File: config.mk
export PLATFORM = sky130hd
export DESIGN_NAME = ddc_seg_reader
export DESIGN_NICKNAME = d
export VERILOG_FILES = /design/src/rtl/ddc_seq_pkg.sv /design/src/rtl/ddc_req_check.sv /design/src/rtl/ddc_ack_judge.sv /design/src/rtl/ddc_byte_drain.sv /design/src/rtl/ddc_seg_reader.sv
export SDC_FILE = /design/constraint.sdc
export NUM_CORES = 1
export LEC_CHECK = 0
export BUFFER_PORTS_ARGS = -buffer_cell sky130_fd_sc_hd__buf_2
export CAP_MARGIN = 30
export CORE_ASPECT_RATIO = 0.6
export CORE_MARGIN = 10
export CORE_UTILIZATION = 47
export DETAILED_ROUTE_END_ITERATION = 6
export PLACE_DENSITY = 0.77
export SLEW_MARGIN = 20
export SYNTH_ARGS = -nofsm -noshare
export SYNTH_HDL_FRONTEND = slang
export SYNTH_SLANG_ARGS = --single-unit
File: constraint.sdc
create_clock -name clk -period 4.94 [get_ports clk]
set_input_delay 0.494 -clock clk [delete_from_list [all_inputs] [get_ports clk]]
set_output_delay 0.494 -clock clk [all_outputs]
set_load 0.05 [all_outputs]
File: src/rtl/ddc_seq_pkg.sv
package ddc_seq_pkg;

  typedef enum logic [2:0] {
    OP_START   = 3'd0,
    OP_WRITE   = 3'd1,
    OP_RD_ACK  = 3'd2,
    OP_RD_NACK = 3'd3,
    OP_STOP    = 3'd4
  } ddc_op_e;

  typedef enum logic [2:0] {
    STP_START0,
    STP_SEGWR,
    STP_START1,
    STP_OFFWR,
    STP_START2,
    STP_DEVRD,
    STP_PAGE,
    STP_STOP
  } ddc_step_e;

  typedef enum logic [2:0] {
    SQ_IDLE,
    SQ_ISSUE,
    SQ_WAIT,
    SQ_DRAIN,
    SQ_DONE
  } ddc_state_e;

  // number of consecutive set bits from bit 0, looking at lim bits
  function automatic int unsigned ack_run(input logic [31:0] a, input int unsigned lim);
    int unsigned n;
    logic        go;
    n  = 0;
    go = 1'b1;
    for (int i = 0; i < 32; i++) begin
      if (i < lim && go && a[i]) n = n + 1;
      else go = 1'b0;
    end
    return n;
  endfunction

  // clip a count against the room left in the offset space
  function automatic int unsigned clip_count(input int unsigned cnt,
                                             input int unsigned room,
                                             input logic        no_clip);
    if (no_clip || cnt <= room) return cnt;
    return room;
  endfunction

endpackage

File: src/rtl/ddc_req_check.sv
module ddc_req_check
  import ddc_seq_pkg::*;
#(
  parameter int CNT_W = 17,
  parameter int DIV_W = 12
) (
  input  logic [CNT_W-1:0] count,
  input  logic [DIV_W-1:0] clkdiv,
  input  logic [15:0]      offset,
  input  logic             wide,
  input  logic             cur,
  input  logic             mst_busy,
  output logic             reject,
  output logic [CNT_W-1:0] eff_count
);

  logic [16:0] room;

  always_comb begin
    if (wide) room = 17'h10000 - {1'b0, offset};
    else      room = 17'h00100 - {9'h000, offset[7:0]};
  end

  assign reject    = (count == '0) || (clkdiv == '0) || mst_busy;
  assign eff_count = CNT_W'(clip_count(32'(count), 32'(room), cur));

endmodule

File: src/rtl/ddc_ack_judge.sv
module ddc_ack_judge
  import ddc_seq_pkg::*;
#(
  parameter int PG_BYTES = 8,
  localparam int NB_W    = $clog2(PG_BYTES + 1)
) (
  input  ddc_step_e           step,
  input  logic [PG_BYTES-1:0] ack,
  input  logic                wide,
  input  logic                final_pg,
  input  logic [NB_W-1:0]     nbytes,
  output logic                pass
);

  int unsigned run;
  int unsigned need;

  always_comb begin
    run  = ack_run(32'(ack), PG_BYTES);
    need = final_pg ? 32'(nbytes) - 1 : 32'(nbytes);
    case (step)
      STP_SEGWR: pass = (ack == PG_BYTES'(8'h03));
      STP_OFFWR: pass = (ack == (wide ? PG_BYTES'(8'h07) : PG_BYTES'(8'h03)));
      STP_DEVRD: pass = (ack == PG_BYTES'(8'h01));
      STP_PAGE:  pass = (run == need);
      default:   pass = 1'b1;
    endcase
  end

endmodule

File: src/rtl/ddc_byte_drain.sv
module ddc_byte_drain #(
  parameter int PG_BYTES = 8,
  localparam int PG_W    = 8 * PG_BYTES,
  localparam int NB_W    = $clog2(PG_BYTES + 1)
) (
  input  logic            clk,
  input  logic            rst_n,
  input  logic            load,
  input  logic [PG_W-1:0] page_in,
  input  logic [NB_W-1:0] nbytes,
  output logic            out_valid,
  output logic [7:0]      out_data,
  output logic            last,
  output logic            idle
);

  logic [PG_W-1:0] sh_q;
  logic [NB_W-1:0] left_q;

  always_ff @(posedge clk or negedge rst_n) begin
    if (!rst_n) begin
      sh_q   <= '0;
      left_q <= '0;
    end else if (load) begin
      sh_q   <= page_in;
      left_q <= nbytes;
    end else if (left_q != '0) begin
      sh_q   <= sh_q >> 8;
      left_q <= left_q - 1'b1;
    end
  end

  assign out_valid = (left_q != '0);
  assign out_data  = sh_q[7:0];
  assign last      = (left_q == NB_W'(1));
  assign idle      = (left_q == '0);


  drain_load_chk: assert property (@(posedge clk) disable iff (!rst_n)
    load |-> idle);


  drain_step_chk: assert property (@(posedge clk) disable iff (!rst_n)
    (out_valid && !last && !load) |=> out_valid);

endmodule

File: src/rtl/ddc_seg_reader.sv
module ddc_seg_reader
  import ddc_seq_pkg::*;
#(
  parameter int          CNT_W    = 17,
  parameter int          DIV_W    = 12,
  parameter int          PG_BYTES = 8,
  parameter logic [6:0]  EDID_DEV = 7'h50,
  parameter logic [7:0]  SEG_BYTE = 8'h60,
  localparam int         PG_W     = 8 * PG_BYTES,
  localparam int         LEN_W    = $clog2(PG_BYTES),
  localparam int         NB_W     = $clog2(PG_BYTES + 1)
) (
  input  logic              clk,
  input  logic              rst_n,
  input  logic              req_valid,
  input  logic [6:0]        req_dev,
  input  logic [15:0]       req_offset,
  input  logic              req_wide,
  input  logic              req_cur,
  input  logic              req_seg_en,
  input  logic [7:0]        req_seg,
  input  logic [CNT_W-1:0]  req_count,
  input  logic [DIV_W-1:0]  req_clkdiv,
  output logic              busy,
  output logic              cmd_valid,
  output logic [2:0]        cmd_op,
  output logic [LEN_W-1:0]  cmd_len,
  output logic [PG_W-1:0]   cmd_wdata,
  output logic [DIV_W-1:0]  cmd_clkdiv,
  input  logic              mst_busy,
  input  logic              mst_done,
  input  logic [PG_BYTES-1:0] mst_ack,
  input  logic [PG_W-1:0]   mst_rdata,
  output logic              out_valid,
  output logic [7:0]        out_data,
  output logic              done,
  output logic [CNT_W-1:0]  done_count,
  output logic              done_err
);

  ddc_state_e       state_q;
  ddc_step_e        step_q;
  logic [6:0]       dev_q;
  logic [15:0]      off_q;
  logic             wide_q, cur_q, seg_en_q, rej_q, err_q, stop_sent_q;
  logic [7:0]       seg_q;
  logic [DIV_W-1:0] div_q;
  logic [CNT_W-1:0] rem_q, cnt_q, eff_q;

  // named internal events
  logic             req_take;
  logic             req_reject;
  logic [CNT_W-1:0] req_eff;
  logic             rsp_take;
  logic             step_pass;
  logic             page_load;
  logic             final_pg;
  logic [NB_W-1:0]  pg_n;
  logic [6:0]       dev_eff;
  logic             drain_last, drain_idle;

  assign req_take = (state_q == SQ_IDLE) && req_valid;
  assign rsp_take = (state_q == SQ_WAIT) && mst_done;

  ddc_req_check #(.CNT_W(CNT_W), .DIV_W(DIV_W)) u_check (
    .count     (req_count),
    .clkdiv    (req_clkdiv),
    .offset    (req_offset),
    .wide      (req_wide),
    .cur       (req_cur),
    .mst_busy  (mst_busy),
    .reject    (req_reject),
    .eff_count (req_eff)
  );

  assign final_pg = (rem_q <= CNT_W'(PG_BYTES));
  assign pg_n     = final_pg ? rem_q[NB_W-1:0] : NB_W'(PG_BYTES);
  assign dev_eff  = seg_en_q ? EDID_DEV : dev_q;

  ddc_ack_judge #(.PG_BYTES(PG_BYTES)) u_judge (
    .step     (step_q),
    .ack      (mst_ack),
    .wide     (wide_q),
    .final_pg (final_pg),
    .nbytes   (pg_n),
    .pass     (step_pass)
  );

  assign page_load = rsp_take && (step_q == STP_PAGE) && step_pass;

  ddc_byte_drain #(.PG_BYTES(PG_BYTES)) u_drain (
    .clk       (clk),
    .rst_n     (rst_n),
    .load      (page_load),
    .page_in   (mst_rdata),
    .nbytes    (pg_n),
    .out_valid (out_valid),
    .out_data  (out_data),
    .last      (drain_last),
    .idle      (drain_idle)
  );

  // primitive builder
  always_comb begin
    cmd_op    = OP_START;
    cmd_len   = '0;
    cmd_wdata = '0;
    case (step_q)
      STP_SEGWR: begin
        cmd_op          = OP_WRITE;
        cmd_len         = LEN_W'(1);
        cmd_wdata[7:0]  = SEG_BYTE;
        cmd_wdata[15:8] = seg_q;
      end
      STP_OFFWR: begin
        cmd_op         = OP_WRITE;
        cmd_wdata[7:0] = {dev_eff, 1'b0};
        if (wide_q) begin
          cmd_len          = LEN_W'(2);
          cmd_wdata[15:8]  = off_q[15:8];
          cmd_wdata[23:16] = off_q[7:0];
        end else begin
          cmd_len         = LEN_W'(1);
          cmd_wdata[15:8] = off_q[7:0];
        end
      end
      STP_DEVRD: begin
        cmd_op         = OP_WRITE;
        cmd_wdata[7:0] = {dev_eff, 1'b1};
      end
      STP_PAGE: begin
        cmd_op  = final_pg ? OP_RD_NACK : OP_RD_ACK;
        cmd_len = LEN_W'(pg_n - 1'b1);
      end
      STP_STOP: cmd_op = OP_STOP;
      default:  cmd_op = OP_START;
    endcase
  end

  assign cmd_valid  = (state_q == SQ_ISSUE);
  assign cmd_clkdiv = div_q;
  assign busy       = (state_q != SQ_IDLE);
  assign done       = (state_q == SQ_DONE);
  assign done_count = cnt_q;
  assign done_err   = err_q;

  // sequencer
  always_ff @(posedge clk or negedge rst_n) begin
    if (!rst_n) begin
      state_q     <= SQ_IDLE;
      step_q      <= STP_START0;
      dev_q       <= '0;
      off_q       <= '0;
      wide_q      <= 1'b0;
      cur_q       <= 1'b0;
      seg_en_q    <= 1'b0;
      seg_q       <= '0;
      div_q       <= '0;
      rem_q       <= '0;
      cnt_q       <= '0;
      eff_q       <= '0;
      rej_q       <= 1'b0;
      err_q       <= 1'b0;
      stop_sent_q <= 1'b0;
    end else begin
      if (cmd_valid && cmd_op == OP_STOP) stop_sent_q <= 1'b1;
      case (state_q)
        SQ_IDLE: if (req_take) begin
          dev_q       <= req_dev;
          off_q       <= req_offset;
          wide_q      <= req_wide;
          cur_q       <= req_cur;
          seg_en_q    <= req_seg_en;
          seg_q       <= req_seg;
          div_q       <= req_clkdiv;
          rem_q       <= req_eff;
          eff_q       <= req_reject ? '0 : req_eff;
          cnt_q       <= '0;
          rej_q       <= req_reject;
          err_q       <= req_reject;
          stop_sent_q <= 1'b0;
          step_q      <= STP_START0;
          state_q     <= req_reject ? SQ_DONE : SQ_ISSUE;
        end
        SQ_ISSUE: state_q <= SQ_WAIT;
        SQ_WAIT: if (mst_done) begin
          state_q <= SQ_ISSUE;
          case (step_q)
            STP_START0: step_q <= seg_en_q ? STP_SEGWR : (cur_q ? STP_DEVRD : STP_OFFWR);
            STP_START1: step_q <= cur_q ? STP_DEVRD : STP_OFFWR;
            STP_START2: step_q <= STP_DEVRD;
            STP_SEGWR:  step_q <= step_pass ? STP_START1 : STP_STOP;
            STP_OFFWR:  step_q <= step_pass ? STP_START2 : STP_STOP;
            STP_DEVRD:  step_q <= step_pass ? STP_PAGE : STP_STOP;
            STP_PAGE: begin
              if (step_pass) begin
                state_q <= SQ_DRAIN;
                rem_q   <= rem_q - CNT_W'(pg_n);
                cnt_q   <= cnt_q + CNT_W'(pg_n);
              end else begin
                step_q <= STP_STOP;
              end
            end
            default: state_q <= SQ_DONE;
          endcase
          if (!step_pass) err_q <= 1'b1;
        end
        SQ_DRAIN: if (drain_last) begin
          state_q <= SQ_ISSUE;
          step_q  <= (rem_q == '0) ? STP_STOP : STP_PAGE;
        end
        default: state_q <= SQ_IDLE;
      endcase
    end
  end


  one_outstanding_chk: assert property (@(posedge clk) disable iff (!rst_n)
    cmd_valid |=> !cmd_valid);


  nack_final_chk: assert property (@(posedge clk) disable iff (!rst_n)
    (cmd_valid && cmd_op == OP_RD_NACK) |-> (rem_q <= CNT_W'(PG_BYTES)));


  stop_before_done_chk: assert property (@(posedge clk) disable iff (!rst_n)
    (done && !rej_q) |-> stop_sent_q);


  count_bound_chk: assert property (@(posedge clk) disable iff (!rst_n)
    done |-> (done_count <= eff_q));


  done_pulse_chk: assert property (@(posedge clk) disable iff (!rst_n)
    done |=> !done);


  reject_quiet_chk: assert property (@(posedge clk) disable iff (!rst_n)
    (done && rej_q) |-> (done_err && done_count == '0 && !stop_sent_q));

endmodule

======== Word level (Yosys, flattened, before mapping) ========
Cells that the tools add are included.
word-level totals
  register bits ........................... 155
  input port bits ......................... 140
  output and inout bits ................... 112
  word-level logic and storage cells ...... 155
cells by class
  add/subtract/negate cells ............... 14
  magnitude comparators ................... 2
  equality and inequality tests ........... 24
  muxes and demuxes ....................... 70
  reduce and logical (&&, ||, !) cells .... 31
operators with widths
  cell                                                              number
  two-way mux 32 bit                                                8
  adder 32 x 1 -> 32 bit (second input constant)                    7
  two-way mux 17 bit                                                11
  two-way mux 64 bit                                                2
  case mux 17 bit (2 select lines)                                  2
  two-way mux 3 bit                                                 12
  logical NOT 17 bit                                                2
  equality test 32 bit                                              1
  case mux 3 bit (3 select lines)                                   3
  two-way mux 8 bit                                                 3
  case mux 8 bit (3 select lines)                                   1
  case mux 3 bit (7 select lines)                                   1
  adder 17 x 4 -> 17 bit                                            1
  less-or-equal comparator 17 bit                                   1
  less-or-equal comparator 17 x 4 -> 1 bit (second input constant)  1
  subtractor 17 x 16 -> 17 bit (first input constant)               1
  subtractor 17 x 4 -> 17 bit                                       1
  case mux 8 bit (2 select lines)                                   1
  equality test 3 bit (second input constant)                       5
  two-way mux 1 bit                                                 15
  equality test 3 x 2 -> 1 bit (second input constant)              4
  logical NOT 12 bit                                                1
  two-way mux 4 bit                                                 3
  case mux 3 bit (4 select lines)                                   1
  other kinds (31)                                                  53

======== Longest topological paths before layout ========
Gate-level depths: netlist of run 1.
  depth in word-level cells ............... 21
  mapped depth ............................ 30
  gate-level depth less buffers ........... 27

======== Hierarchy ========
A second synthesis of run 1 with hierarchy kept.
second synthesis, totals
  cell total of the unflattened synthesis .. 1,267
  area, all modules ....................... 10,354.9 µm²
modules (own cells, without submodules)
  module          instances  cells an instance  area each (µm²)  seq. area each (µm²)
  ddc_seg_reader  1          609                5,067.4          2,177.1
  ddc_byte_drain  1          373                3,261.9          1,701.6
  ddc_req_check   1          142                1,056.0          0.0
  ddc_ack_judge   1          143                969.7            0.0

======== Worst setup path after synthesis of run 1 ========
No wires, ideal clock.
  kind .................................... in2reg
  start point ............................. in mst_ack[0]
  end point ............................... reg u_drain.sh_q[24]
  setup time .............................. 82 ps
  data arrival time ....................... 5,686 ps
  required time ........................... 4,858 ps
  slack ................................... -828 ps
  stages on the path ...................... 29
  path buffers ............................ 4
  cell sequence ........................... clkbuf_1 nand2_1 inv_1 ha_1 inv_1 a21oi_1 ha_1 o21bai_1 a21oi_1 ha_1 inv_1 o21ai_0 ha_1 nand2_1 a41oi_1 ha_1 nand2_1 nand2_1 ha_1 mux2_2 a32oi_1 xor2_1 nand2_1 or4_1 or4_1 buf_2 buf_4 buf_2 a31oi_1
between the ends
  cells in the longest elaborated chain, start to end .. 19
  elaborated cells between the ends (all ways) .. 37
  classes of those cells .................. 7 x add/sub; 4 x eq/ne; 17 x mux; 9 x reduce/logical
ends and longest elaborated chain
  element                                                             RTL line              text
  start, declared                                                     ddc_seg_reader.sv:32  input logic [PG_BYTES-1:0] mst_ack,
  two-way mux 1 bit                                                   ddc_seq_pkg.sv:37     if (i < lim && go && a[i]) n = n + 1;
  adder 32 x 1 -> 32 bit / logical AND 1 bit (equally long branches)  ddc_seq_pkg.sv:37
  two-way mux 32 bit / two-way mux 1 bit (equally long branches)      ddc_seq_pkg.sv:37
  adder 32 x 1 -> 32 bit / logical AND 1 bit (equally long branches)  ddc_seq_pkg.sv:37
  two-way mux 32 bit / two-way mux 1 bit (equally long branches)      ddc_seq_pkg.sv:37
  adder 32 x 1 -> 32 bit / logical AND 1 bit (equally long branches)  ddc_seq_pkg.sv:37
  two-way mux 32 bit / two-way mux 1 bit (equally long branches)      ddc_seq_pkg.sv:37
  adder 32 x 1 -> 32 bit / logical AND 1 bit (equally long branches)  ddc_seq_pkg.sv:37
  [... 3 more ...]                                                    n/a
  adder 32 x 1 -> 32 bit / logical AND 1 bit (equally long branches)  ddc_seq_pkg.sv:37
  two-way mux 32 bit / two-way mux 1 bit (equally long branches)      ddc_seq_pkg.sv:37
  adder 32 x 1 -> 32 bit / logical AND 1 bit (equally long branches)  ddc_seq_pkg.sv:37
  two-way mux 32 bit                                                  ddc_seq_pkg.sv:37
  equality test 32 bit                                                ddc_ack_judge.sv:25   STP_PAGE: pass = (run == need);
  case mux 1 bit (4 select lines) (*)                                 ddc_ack_judge.sv:21   case (step)
  logical AND 1 bit (*)                                               ddc_seg_reader.sv:89  assign page_load = rsp_take && (step_q == STP_PAGE) && step_pass;
  two-way mux 64 bit / nonzero test 2 bit (equally long branches)     n/a
  end signal, assigned                                                ddc_byte_drain.sv:25  sh_q <= page_in;
  end signal, assigned                                                ddc_byte_drain.sv:28  sh_q <= sh_q >> 8;
  end, declared                                                       ddc_byte_drain.sv:17  logic [PG_W-1:0] sh_q;
Mark *: on every way between the ends. The rest lies on a longest branch, timed or not.
A chain may end at the register's enable or synchronous reset.

======== Worst setup path in the final report of run 1 ========
  start point ............................. in mst_ack[0]
  end point ............................... reg cnt_q[10], in the netlist done_count[10]
between the ends
  cells in the longest elaborated chain, start to end .. 19
  elaborated cells between the ends (all ways) .. 36
  classes of those cells .................. 7 x add/sub; 5 x eq/ne; 16 x mux; 8 x reduce/logical
ends and longest elaborated chain
  element                                                             RTL line               text
  two-way mux 1 bit                                                   ddc_seq_pkg.sv:37
  adder 32 x 1 -> 32 bit / logical AND 1 bit (equally long branches)  ddc_seq_pkg.sv:37
  two-way mux 32 bit / two-way mux 1 bit (equally long branches)      ddc_seq_pkg.sv:37
  adder 32 x 1 -> 32 bit / logical AND 1 bit (equally long branches)  ddc_seq_pkg.sv:37
  two-way mux 32 bit / two-way mux 1 bit (equally long branches)      ddc_seq_pkg.sv:37
  adder 32 x 1 -> 32 bit / logical AND 1 bit (equally long branches)  ddc_seq_pkg.sv:37
  two-way mux 32 bit / two-way mux 1 bit (equally long branches)      ddc_seq_pkg.sv:37
  adder 32 x 1 -> 32 bit / logical AND 1 bit (equally long branches)  ddc_seq_pkg.sv:37
  [... 3 more ...]                                                    n/a
  adder 32 x 1 -> 32 bit / logical AND 1 bit (equally long branches)  ddc_seq_pkg.sv:37
  two-way mux 32 bit / two-way mux 1 bit (equally long branches)      ddc_seq_pkg.sv:37
  adder 32 x 1 -> 32 bit / logical AND 1 bit (equally long branches)  ddc_seq_pkg.sv:37
  two-way mux 32 bit                                                  ddc_seq_pkg.sv:37
  equality test 32 bit                                                ddc_ack_judge.sv:25
  case mux 1 bit (4 select lines) (*)                                 ddc_ack_judge.sv:21
  != test 2 bit (no source line) (*)                                  n/a
  AND reduction 5 bit (no source line) (*)                            n/a
  end signal, assigned                                                ddc_seg_reader.sv:199  cnt_q <= cnt_q + CNT_W'(pg_n);
  end, declared                                                       ddc_seg_reader.sv:48   logic [CNT_W-1:0] rem_q, cnt_q, eff_q;
Marks and branches as above.

==> results.txt, run 1 <==
Counting stages on the worst path, the most repeated cell is sky130_fd_sc_hd__buf_4. The run gives 0.000386 V as the worst-case vdd ir drop. On the critical path, the stage with the largest delay is an instance of sky130_fd_sc_hd__or4_4. The worst max-slew margin expressed relative to the limit was 38.9%; the wire length per cell was 19.5 um.

After detailed routing, the number of vias per cell comes to 5.71. The run gives 0.933 as the final estimated routing congestion in global placement. The cell sitting at the root of the clock tree is a sky130_fd_sc_hd__clkbuf_16. Dividing total power by cell area gives a power density of 460 mW/mm^2. On the final layout, the worst clock skew is 14.6 ps.

For this run, the post-layout net count is 1,696. The port buffer count works out to 211. The first detailed-routing pass took 5 iterations. The multi-input combinational cells in the finished layout cover a total of 0.00603 mm^2. The largest stage delay on the critical path works out to 480 ps. The tools report the number of setup violations in the final report as 105.

STA puts the critical path data required time at 5290 ps. After layout, the minimum clock period comes to 5380 ps. For this run, the total global-route usage over all layers was measured as 23.3%. The clock sink total was 155; the register cell area after layout was 0.00388 mm^2.

After synthesis, the largest family of logic cells by area is simple AND/OR/NAND/NOR gates. Setup repair after global routing could not meet its margin everywhere. The clock tree synthesis step divided the H-tree into 4 levels. The total overflow left after global routing is 0. In this run, CTS created clock tree buffers numbering 17. The routed layout has 10,374 vias.

STA classifies the critical path endpoint as a register. Once the floorplan was initialized, standard cells occupied 47.7% of the core. The run finished, with violations left. In this run, synthesis inferred 0 flip-flops with an integrated enable. The post-synthesis share of cell area spent on full adders, half adders and majority gates was 4.34%. In this run the worst hold path is classified as input pin to asynchronous set/reset pin.

The run gives 1,004 as the detailed router's first-iteration violation count. After layout, the worst path uses 109% of the clock period. The clock-pin slew on the worst setup and hold paths is 60 ps, and the largest net degree at the start of global routing is 82. Counting flops and latches in the post-synthesis netlist gives 155.

The synthesized netlist devotes 16.9% of its cell area to compound gates. The worst-case clock buffer depth is 2, and the final hold violation count is 0. The number of warnings printed during yosys synthesis was 0; the share of synthesized registers carrying an async set or reset was 100%.

STA classifies the critical path startpoint as an input pin. The top cell types in the final layout, fill and taps aside, are sky130_fd_sc_hd__nand2_1 (302), sky130_fd_sc_hd__buf_2 (209), sky130_fd_sc_hd__dfrtp_1 (155). Data on the critical path arrives at its endpoint at 5730 ps.

The total placed instance area was 0.0114 mm^2. The die is 133 um tall. Leakage component of the power: 6.59 nW. The remaining design rule violation count was 0; the final antenna-violating net count was 0. Grouping stages by cell kind, the critical path spends the most delay in adder cells. The critical path in this run is classified as input pin to register. Of all nets on the critical path, the largest fanout is 6. The highest clock rate came out at 186 MHz. The fraction of synthesized cell area in xor and xnor cells works out to 2.44%. The number of antenna violations at the first check in global routing came out at 3.

Measured against the total synthesized area, the mux share comes to 1.98%. The die covers 0.0277 mm^2. The post-synthesis to final-layout area growth works out to 34.5%. The tools report the summed instance area of the synthesized netlist as 0.00998 mm^2.

The proportion of synthesized chip area in sequential cells came out at 38.9%. For the worst-skew pair, the clock arrives at the later sink with an insertion delay of 420 ps. The dominant synthesized flop cell is sky130_fd_sc_hd__dfrtp_1. The final reports fail on setup timing. Once layout is done, the placed cells without fillers occupy 0.0134 mm^2. At the pin with the least slew margin, the transition time is 914 ps.

After Yosys synthesis, and, or, nand and nor cells account for 26.5% of the synthesized area. The HPWL after detailed placement is 23,700 um. The logs give 0 for the count of max-cap constraint violations and 73 for the number of library cell types mapped by synthesis. A synthesized cell averages 7.90 um^2. TritonCTS built the clock tree. The number of filler instances in the final layout came out at 1,784. Together, buffers and inverters on the worst path number 12.

From left edge to right edge, the die measures 208 um. The tools report the number of ports placed on the die boundary as 252. The number of standard-cell rows in the floorplan was 41. The logs give 1,264 for the number of cells produced by synthesis and 0 for the total count of max-transition violations in the final report. The library cell used most frequently in the layout, excluding fill and tap cells, is sky130_fd_sc_hd__nand2_1. The run gives -443 ps as the post-layout worst setup margin. The final layout contains routed wiring with a total length of 35,400 um. The tools report the final-layout worst hold slack as 101 ps.

The fraction of layout instances using a drive strength above 1 is 30.9%, and the number of global-route vias before repair is 9,709. The first global-routing pass estimated 52,900 um of wire. The tools report the placeable core region as 0.0209 mm^2.
[metrics by stage]
| step | setup WS [ps] | total power, mW | instances | setup TNS (ps) | util [%] |
|---|---|---|---|---|---|
| 4_1_cts | -336 | 5.91 | 1792 | -19020 | 60.0 |
| 2_1_floorplan | -583 | 3.77 | 1303 | -54280 | - |
| 3_3_place_gp | -680 | 4.44 | 1722 | -62720 | 54.4 |
| 3_5_place_dp | -866 | 4.52 | 1724 | -79130 | 54.4 |
| 6_report | -443 | 6.17 | 1818 | -33170 | 64.2 |
| 5_1_grt | -581 | 6.53 | 1815 | -47850 | 64.1 |
[cells in the mapped netlist, types with 8 or more instances]
cell type | n | share of area (%)
sky130_fd_sc_hd__xor2_1 | 10 | 0.88
sky130_fd_sc_hd__xnor2_1 | 10 | 0.88
sky130_fd_sc_hd__nand3_1 | 29 | 1.5
sky130_fd_sc_hd__or4_1 | 16 | 1.2
sky130_fd_sc_hd__buf_4 | 49 | 3.7
sky130_fd_sc_hd__nand4_1 | 9 | 0.56
sky130_fd_sc_hd__a21oi_1 | 42 | 2.1
sky130_fd_sc_hd__nor2_1 | 104 | 3.9
sky130_fd_sc_hd__nand2_1 | 310 | 12
sky130_fd_sc_hd__dfrtp_1 | 155 | 39
sky130_fd_sc_hd__nor3_1 | 18 | 0.90
sky130_fd_sc_hd__o31ai_1 | 14 | 1.1
sky130_fd_sc_hd__mux2i_1 | 13 | 1.3
sky130_fd_sc_hd__a21o_1 | 11 | 0.83
sky130_fd_sc_hd__clkbuf_1 | 56 | 2.1
sky130_fd_sc_hd__a222oi_1 | 8 | 0.80
sky130_fd_sc_hd__buf_2 | 9 | 0.45
sky130_fd_sc_hd__a31oi_1 | 61 | 3.8
sky130_fd_sc_hd__or3_1 | 11 | 0.69
sky130_fd_sc_hd__o21ai_1 | 13 | 0.65
sky130_fd_sc_hd__nor4_1 | 15 | 0.94
sky130_fd_sc_hd__inv_1 | 62 | 2.3
sky130_fd_sc_hd__nand2b_1 | 10 | 0.63
sky130_fd_sc_hd__nor2b_1 | 8 | 0.50
sky130_fd_sc_hd__o21ai_0 | 53 | 2.7
sky130_fd_sc_hd__ha_1 | 33 | 4.1
sky130_fd_sc_hd__and2_1 | 18 | 1.1
[kinds of logic (layout without fill, tap and decap cells)]
| family | count (synthesis) | count (layout) |
|---|---|---|
| adders and majority gates | 34 | 34 |
| buffers and inverters | 184 | 415 |
| xor gates and xnor gates | 23 | 23 |
| DFF | 155 | 155 |
| muxes | 19 | 19 |
| and+or+nand+nor | 585 | 586 |
| other | 2 | 45 |
| AOI/OAI and AO/OA | 262 | 262 |
[path summary, 6_finish.rpt]
| check | start | depth (start not counted) | slack, ps | end |
|---|---|---|---|---|
| setup / recovery | mst_ack[0] | 31 | -440 | done_count[10]$_DFFE_PN0P_ |
| hold / removal | rst_n | 1 | 100 | done_count[13]$_DFFE_PN0P_ |
| setup reg to reg | rem_q[4]$_DFFE_PN0P_ | 14 | 150 | u_drain.sh_q[50]$_DFFE_PN0P_ |
| hold reg to reg | dev_q[0]$_DFFE_PN0P_ | 2 | 470 | dev_q[0]$_DFFE_PN0P_ |
| max in group asynchronous | rst_n | 2 | 3760 | cmd_clkdiv[6]$_DFFE_PN0P_ |
| min in group clk | req_seg[2] | 3 | 260 | seg_q[2]$_DFFE_PN0P_ |
[flip-flops by register name, summed over array words and instances (netlist names), 3 cells and up]
| signal | cells |
|---|---|
| dev_q | 7 |
| u_drain.left_q | 4 |
| seg_q | 8 |
| done_count | 17 |
| u_drain.sh_q | 64 |
| rem_q | 17 |
| state_q | 3 |
| off_q | 16 |
| cmd_clkdiv | 12 |
| step_q | 3 |
[layer usage]
metal | GRT usage [%] | part of all wire, %
met3 | 6.82 | 9.2
met2 | 33.7 | 44
met5 | 0 | 0.020
met1 | 33.1 | 45
met4 | 5.89 | 1.7
[where the power goes]
group	internal [mW]	switching [mW]	leakage, nW
Combinational	1.02	1.94	4.29
Sequential	1.58	0.360	2.04
Clock	0.724	0.548	0.264
Total	3.32	2.85	6.59
[final cells by class]
cell class / instances / area share (%)
well taps: 279 / 2.60
inverters: 63 / 1.76
clock inverters: 9 / 0.662
diodes: 4 / 0.0745
multi-input cells: 965 / 44.9
repair buffers: 320 / 17.6
clock buffers: 23 / 3.48
flip-flops and latches: 155 / 28.9
[what timing repair did]
| item | 4_1_cts | 5_1_grt |
|---|---|---|
| hold buffers | 0 | 0 |
| cloned | 9 | 8 |
| setup buffers | 28 | 16 |
| pin swaps | 25 | 35 |
| resized for setup | 40 | 139 |
| setup endpoints to repair | 104 | 107 |
Note: power is estimated with default switching activity, not from simulation.
==> run 2: changes to the inputs <==
- SYNTH_HIERARCHICAL: not set -> 1
==> results.txt, run 2 <==
The run finished, with violations left. The checks that failed: setup timing. The share of total power dissipated in combinational logic is 41.3%. Measured against the total synthesized area, the mux share comes to 4.27%. Total placed instance area: 0.0120 mm^2. The number of cell instances on the worst register-to-register path is 19, and the leakage component of the power is 6.42 nW. The dominant synthesized flop cell was sky130_fd_sc_hd__dfrtp_1. Measured along the y axis, the die boundary spans 135 um.

The first global-routing pass estimated 51,700 um of wire. The post-route netlist has 33.4% of its cells at a drive strength greater than 1. The H-tree generated during clock tree synthesis spans 4 levels. The number of antenna violations at the first check in global routing was 3; the horizontal die dimension was 212 um. For the final routed database, the setup TNS stands at -127,710 ps. In this run switching power makes up 42.9% of total power. The largest individual stage delay along the critical path comes from the cell sky130_fd_sc_hd__or4_4. The congestion estimate from routability-driven global placement came to 0.924. Per report_power, the sequential group accounts for 33.9% of the total.

The power per unit of standard cell area came out at 412 mW/mm^2. The run gives 0 as the total count of max-transition violations in the final report. The combinational family with the most area after synthesis was simple AND/OR/NAND/NOR gates. The capture point of the critical path was u_drain/left_q[1]$_DFFE_PN0P_.

The number of library cell types mapped by synthesis is 87. After Yosys synthesis, XOR and XNOR cells account for 3.04% of the synthesized area. The number of hold buffers added after cts is 0, and the mean cell area of the mapped netlist is 8.17 um^2. The startpoint of the worst-slack reg-to-reg timing path was rem_q[14]$_DFFE_PN0P_. The synthesized design devotes to its leading area cell type 37.5% of total area. The largest registers in the layout are u_drain/sh_q x64, done_count x17, rem_q x17.

Sorting the synthesized cells by area gives the leading types as sky130_fd_sc_hd__dfrtp_1 (37%), sky130_fd_sc_hd__nand2_1 (9.9%), sky130_fd_sc_hd__a21oi_1 (6.9%), sky130_fd_sc_hd__nor2b_1 (4.1%), sky130_fd_sc_hd__ha_1 (4.0%). For this run, design rule violations remaining after detail routing come to 0. The total of flip-flops plus latches after synthesis works out to 155. The worst-case vdd ir drop is 0.000368 V. After legalization and detailed placement, the total HPWL measured 24,300 um. In this run the tightest slew margin relative to its limit is 48.4%. The tool flagged a number of max-cap violations equal to 0. Buffers placed on the I/O ports in this run total 211. By count the netlist is led by sky130_fd_sc_hd__nand2_1 (272), sky130_fd_sc_hd__dfrtp_1 (155), sky130_fd_sc_hd__a21oi_1 (142), sky130_fd_sc_hd__nor2b_1 (68), sky130_fd_sc_hd__nor2_1 (52).

The routed design could run at a clock period as short as 6260 ps. For the worst setup path, the data arrival time is 6570 ps. The proportion of synthesized chip area in sequential cells is 37.5%.

The logs give 1,267 for the number of cells produced by synthesis and 160 MHz for the highest clock rate. The synthesized netlist devotes 4.18% of its cell area to adder and majority cells. The class of the most critical hold timing path was input pin to asynchronous set/reset pin. Counting along the longest clock path gives a buffer depth of 2. At the worst endpoint, the required time is 5250 ps. Between clock sinks in the finished design, the worst skew comes to 11.4 ps. Yosys printed 6 warnings.

The number of ports placed on the die boundary came out at 252. The floorplan has 41 rows. The detailed router's first-iteration violation count came out at 1,004. In this run the worst path has a maximum fanout of 8. TritonCTS built the clock tree.

The number of setup violations in the final report was 107; the compound-cell area share of the yosys netlist was 16.3%. Across all layers, the routed design uses 10,309 vias. In this run the worst setup path begins at mst_ack[1]. The library cell with the largest summed area after synthesis was sky130_fd_sc_hd__dfrtp_1.

The register with the most flip-flops in the final layout is u_drain/sh_q. For the net switching power, the log shows 2.44 mW. The endpoint identified for the worst register-to-register timing path is u_drain/left_q[1]$_DFFE_PN0P_.

In this run the standard cell core region covers 0.0213 mm^2. The largest stage delay on the critical path was 550 ps; the count of flip-flops with a built-in enable after synthesis was 0. Clock-pin slew was measured on the worst setup and hold paths at 60 ps. The most common cell in the synthesized netlist is sky130_fd_sc_hd__nand2_1. In the final routed layout, each cell accounts on average for 19.3 um.

The number of buffers added by the clock tree synthesis step was 17; the number of iterations in the first detailed-routing pass was 7. Power share of the clock group: 24.7%. Startpoint type of the worst setup path: an input pin. Summed instance area of the synthesized netlist: 0.0104 mm^2.

Setup repair after global routing could not meet its margin everywhere. The final layout contains 1,702 nets. The most frequent standard cell in the layout excluding fill and tap cells was sky130_fd_sc_hd__nand2_1. The final hold violation count came out at 0.

The tools report the capturing element type of the critical path as a register. The internal portion of the total power is 3.25 mW. Of the total synthesized cell area, the portion taken by AND, OR, NAND and NOR gates is 26.3%.

The number of filler instances in the final layout is 1,750, and the die area is 0.0286 mm^2. The final layout contains routed wiring with a total length of 35,100 um. The register with the most flip-flops in the layout has 64 of them.

The clock root buffer was sky130_fd_sc_hd__clkbuf_16. For this run the aggregate overflow at the end of global routing stands at 0. The vias per cell came out at 5.66. Once detail routing completed, the nets flagged for antenna violations numbered 0.

Final standard cell utilization of the core: 64.7%. The later pin in the worst-skew pair is clocked with a latency of 430 ps. From synthesis to final layout, the design area changed by 33.3%.

In the layout the commonest cells are sky130_fd_sc_hd__nand2_1 (263), sky130_fd_sc_hd__buf_2 (209), sky130_fd_sc_hd__dfrtp_1 (155). Entering global routing, the biggest net connects 82 pins. The run gives 155 as the clock sink total.

The post-layout worst setup margin came out at -1320 ps. The worst-case register-to-register setup slack came out at -180 ps. The type of the worst setup path was input pin to register. The pin slew with the least headroom to its limit works out to 767 ps. The logs give 9,733 for the number of global-route vias before repair and 48.5% for the starting density of the core.

After routing the design area is 0.0138 mm^2. The overall routing resource usage came out at 22.4%. In the finished design, the share of the clock period the worst path needs comes to 127%. For this run, asynchronously set or reset flops after synthesis account for 100%.
==> run 2: cell count changes after synthesis, moves of 13 or more <==
cell / change
sky130_fd_sc_hd__a21oi_1: +100
sky130_fd_sc_hd__nor2_1: -52
sky130_fd_sc_hd__a31oi_1: -52
sky130_fd_sc_hd__inv_1: -22
sky130_fd_sc_hd__clkbuf_1: -13
sky130_fd_sc_hd__mux2i_1: +24
sky130_fd_sc_hd__nand2_1: -38
sky130_fd_sc_hd__nor2b_1: +60
==> run 2: kinds of logic (layout without fill, tap and decap cells) <==
kind of cell,count (synthesis),count (layout)
compound gates,280,281
flops,155,155
xor+xnor,36,36
other cells,2,43
mux,43,43
fa+ha+maj,34,34
buf+inv,164,397
simple gates,553,554
==> run 2: cell type report <==
cell class,instances,area (um^2),share of cell area (%)
inverters,43,175,1.27
diodes,2,5.00,0.0363
well taps,279,349,2.53
multi-input cells,989,6490,47.0
clock buffers,20,457,3.31
flip-flops and latches,155,3880,28.1
repair buffers,321,2280,16.5
clock inverters,12,170,1.23
repair inverters,1,6.26,0.0453
==> run 2: timing repair <==
item,in CTS,in global routing
setup buffers,13,15
cloned,4,9
pin swaps,10,26
gates resized for setup,37,118
setup endpoints to repair,107,107
==> run 2: layer usage <==
layer  vias up  share of wire [%]  track usage (%)
li1       4825                  -                -
met1      5008                 46             31.7
met2       436                 45             32.6
met3        38                8.5             6.77
met4         2                1.0             4.85
met5         -              0.031                0
==> run 2: power by group through the flow <==
| stage | clock network (mW) | registers, mW | logic, mW |
|---|---|---|---|
| after detailed placement | 0 | 1.93 | 2.08 |
| after floorplan | 0 | 1.97 | 1.48 |
| after global placement | 0 | 1.92 | 2.04 |
| after global routing | 1.48 | 1.97 | 2.55 |
| after CTS | 1.43 | 1.92 | 2.15 |
| final | 1.41 | 1.93 | 2.35 |
==> run 2: per-stage QoR <==
stage | total power, mW | worst slack [ps] | hold WS (ps) | cells
2_1_floorplan | 3.45 | -1610 | 198 | 1306
3_3_place_gp | 3.96 | -1610 | 450 | 1747
3_5_place_dp | 4.02 | -1820 | 455 | 1747
4_1_cts | 5.49 | -1200 | 117 | 1796
5_1_grt | 6.00 | -1430 | 141 | 1821
6_report | 5.69 | -1320 | 68.3 | 1822
==> run 2: worst min-delay path by stage <==
stage	endpoint	cells past startpoint
after floorplan	cmd_clkdiv[0]$_DFFE_PN0P_	0
final	u_drain/sh_q[2]$_DFFE_PN0P_	1
after detailed placement	dev_q[0]$_DFFE_PN0P_	2
after global placement	dev_q[0]$_DFFE_PN0P_	2
after CTS	done_count[14]$_DFFE_PN0P_	1
after global routing	done_count[13]$_DFFE_PN0P_	1
==> run 2: worst max-delay path, delay by kind of cell <==
family                     cells  cell delay, ps
and+or+nand+nor                7            1730
AOI/OAI and AO/OA              9            1630
adders and majority gates      6            1590
buffers and inverters          6             610
muxes                          2             360
xor gates and xnor gates       1             160
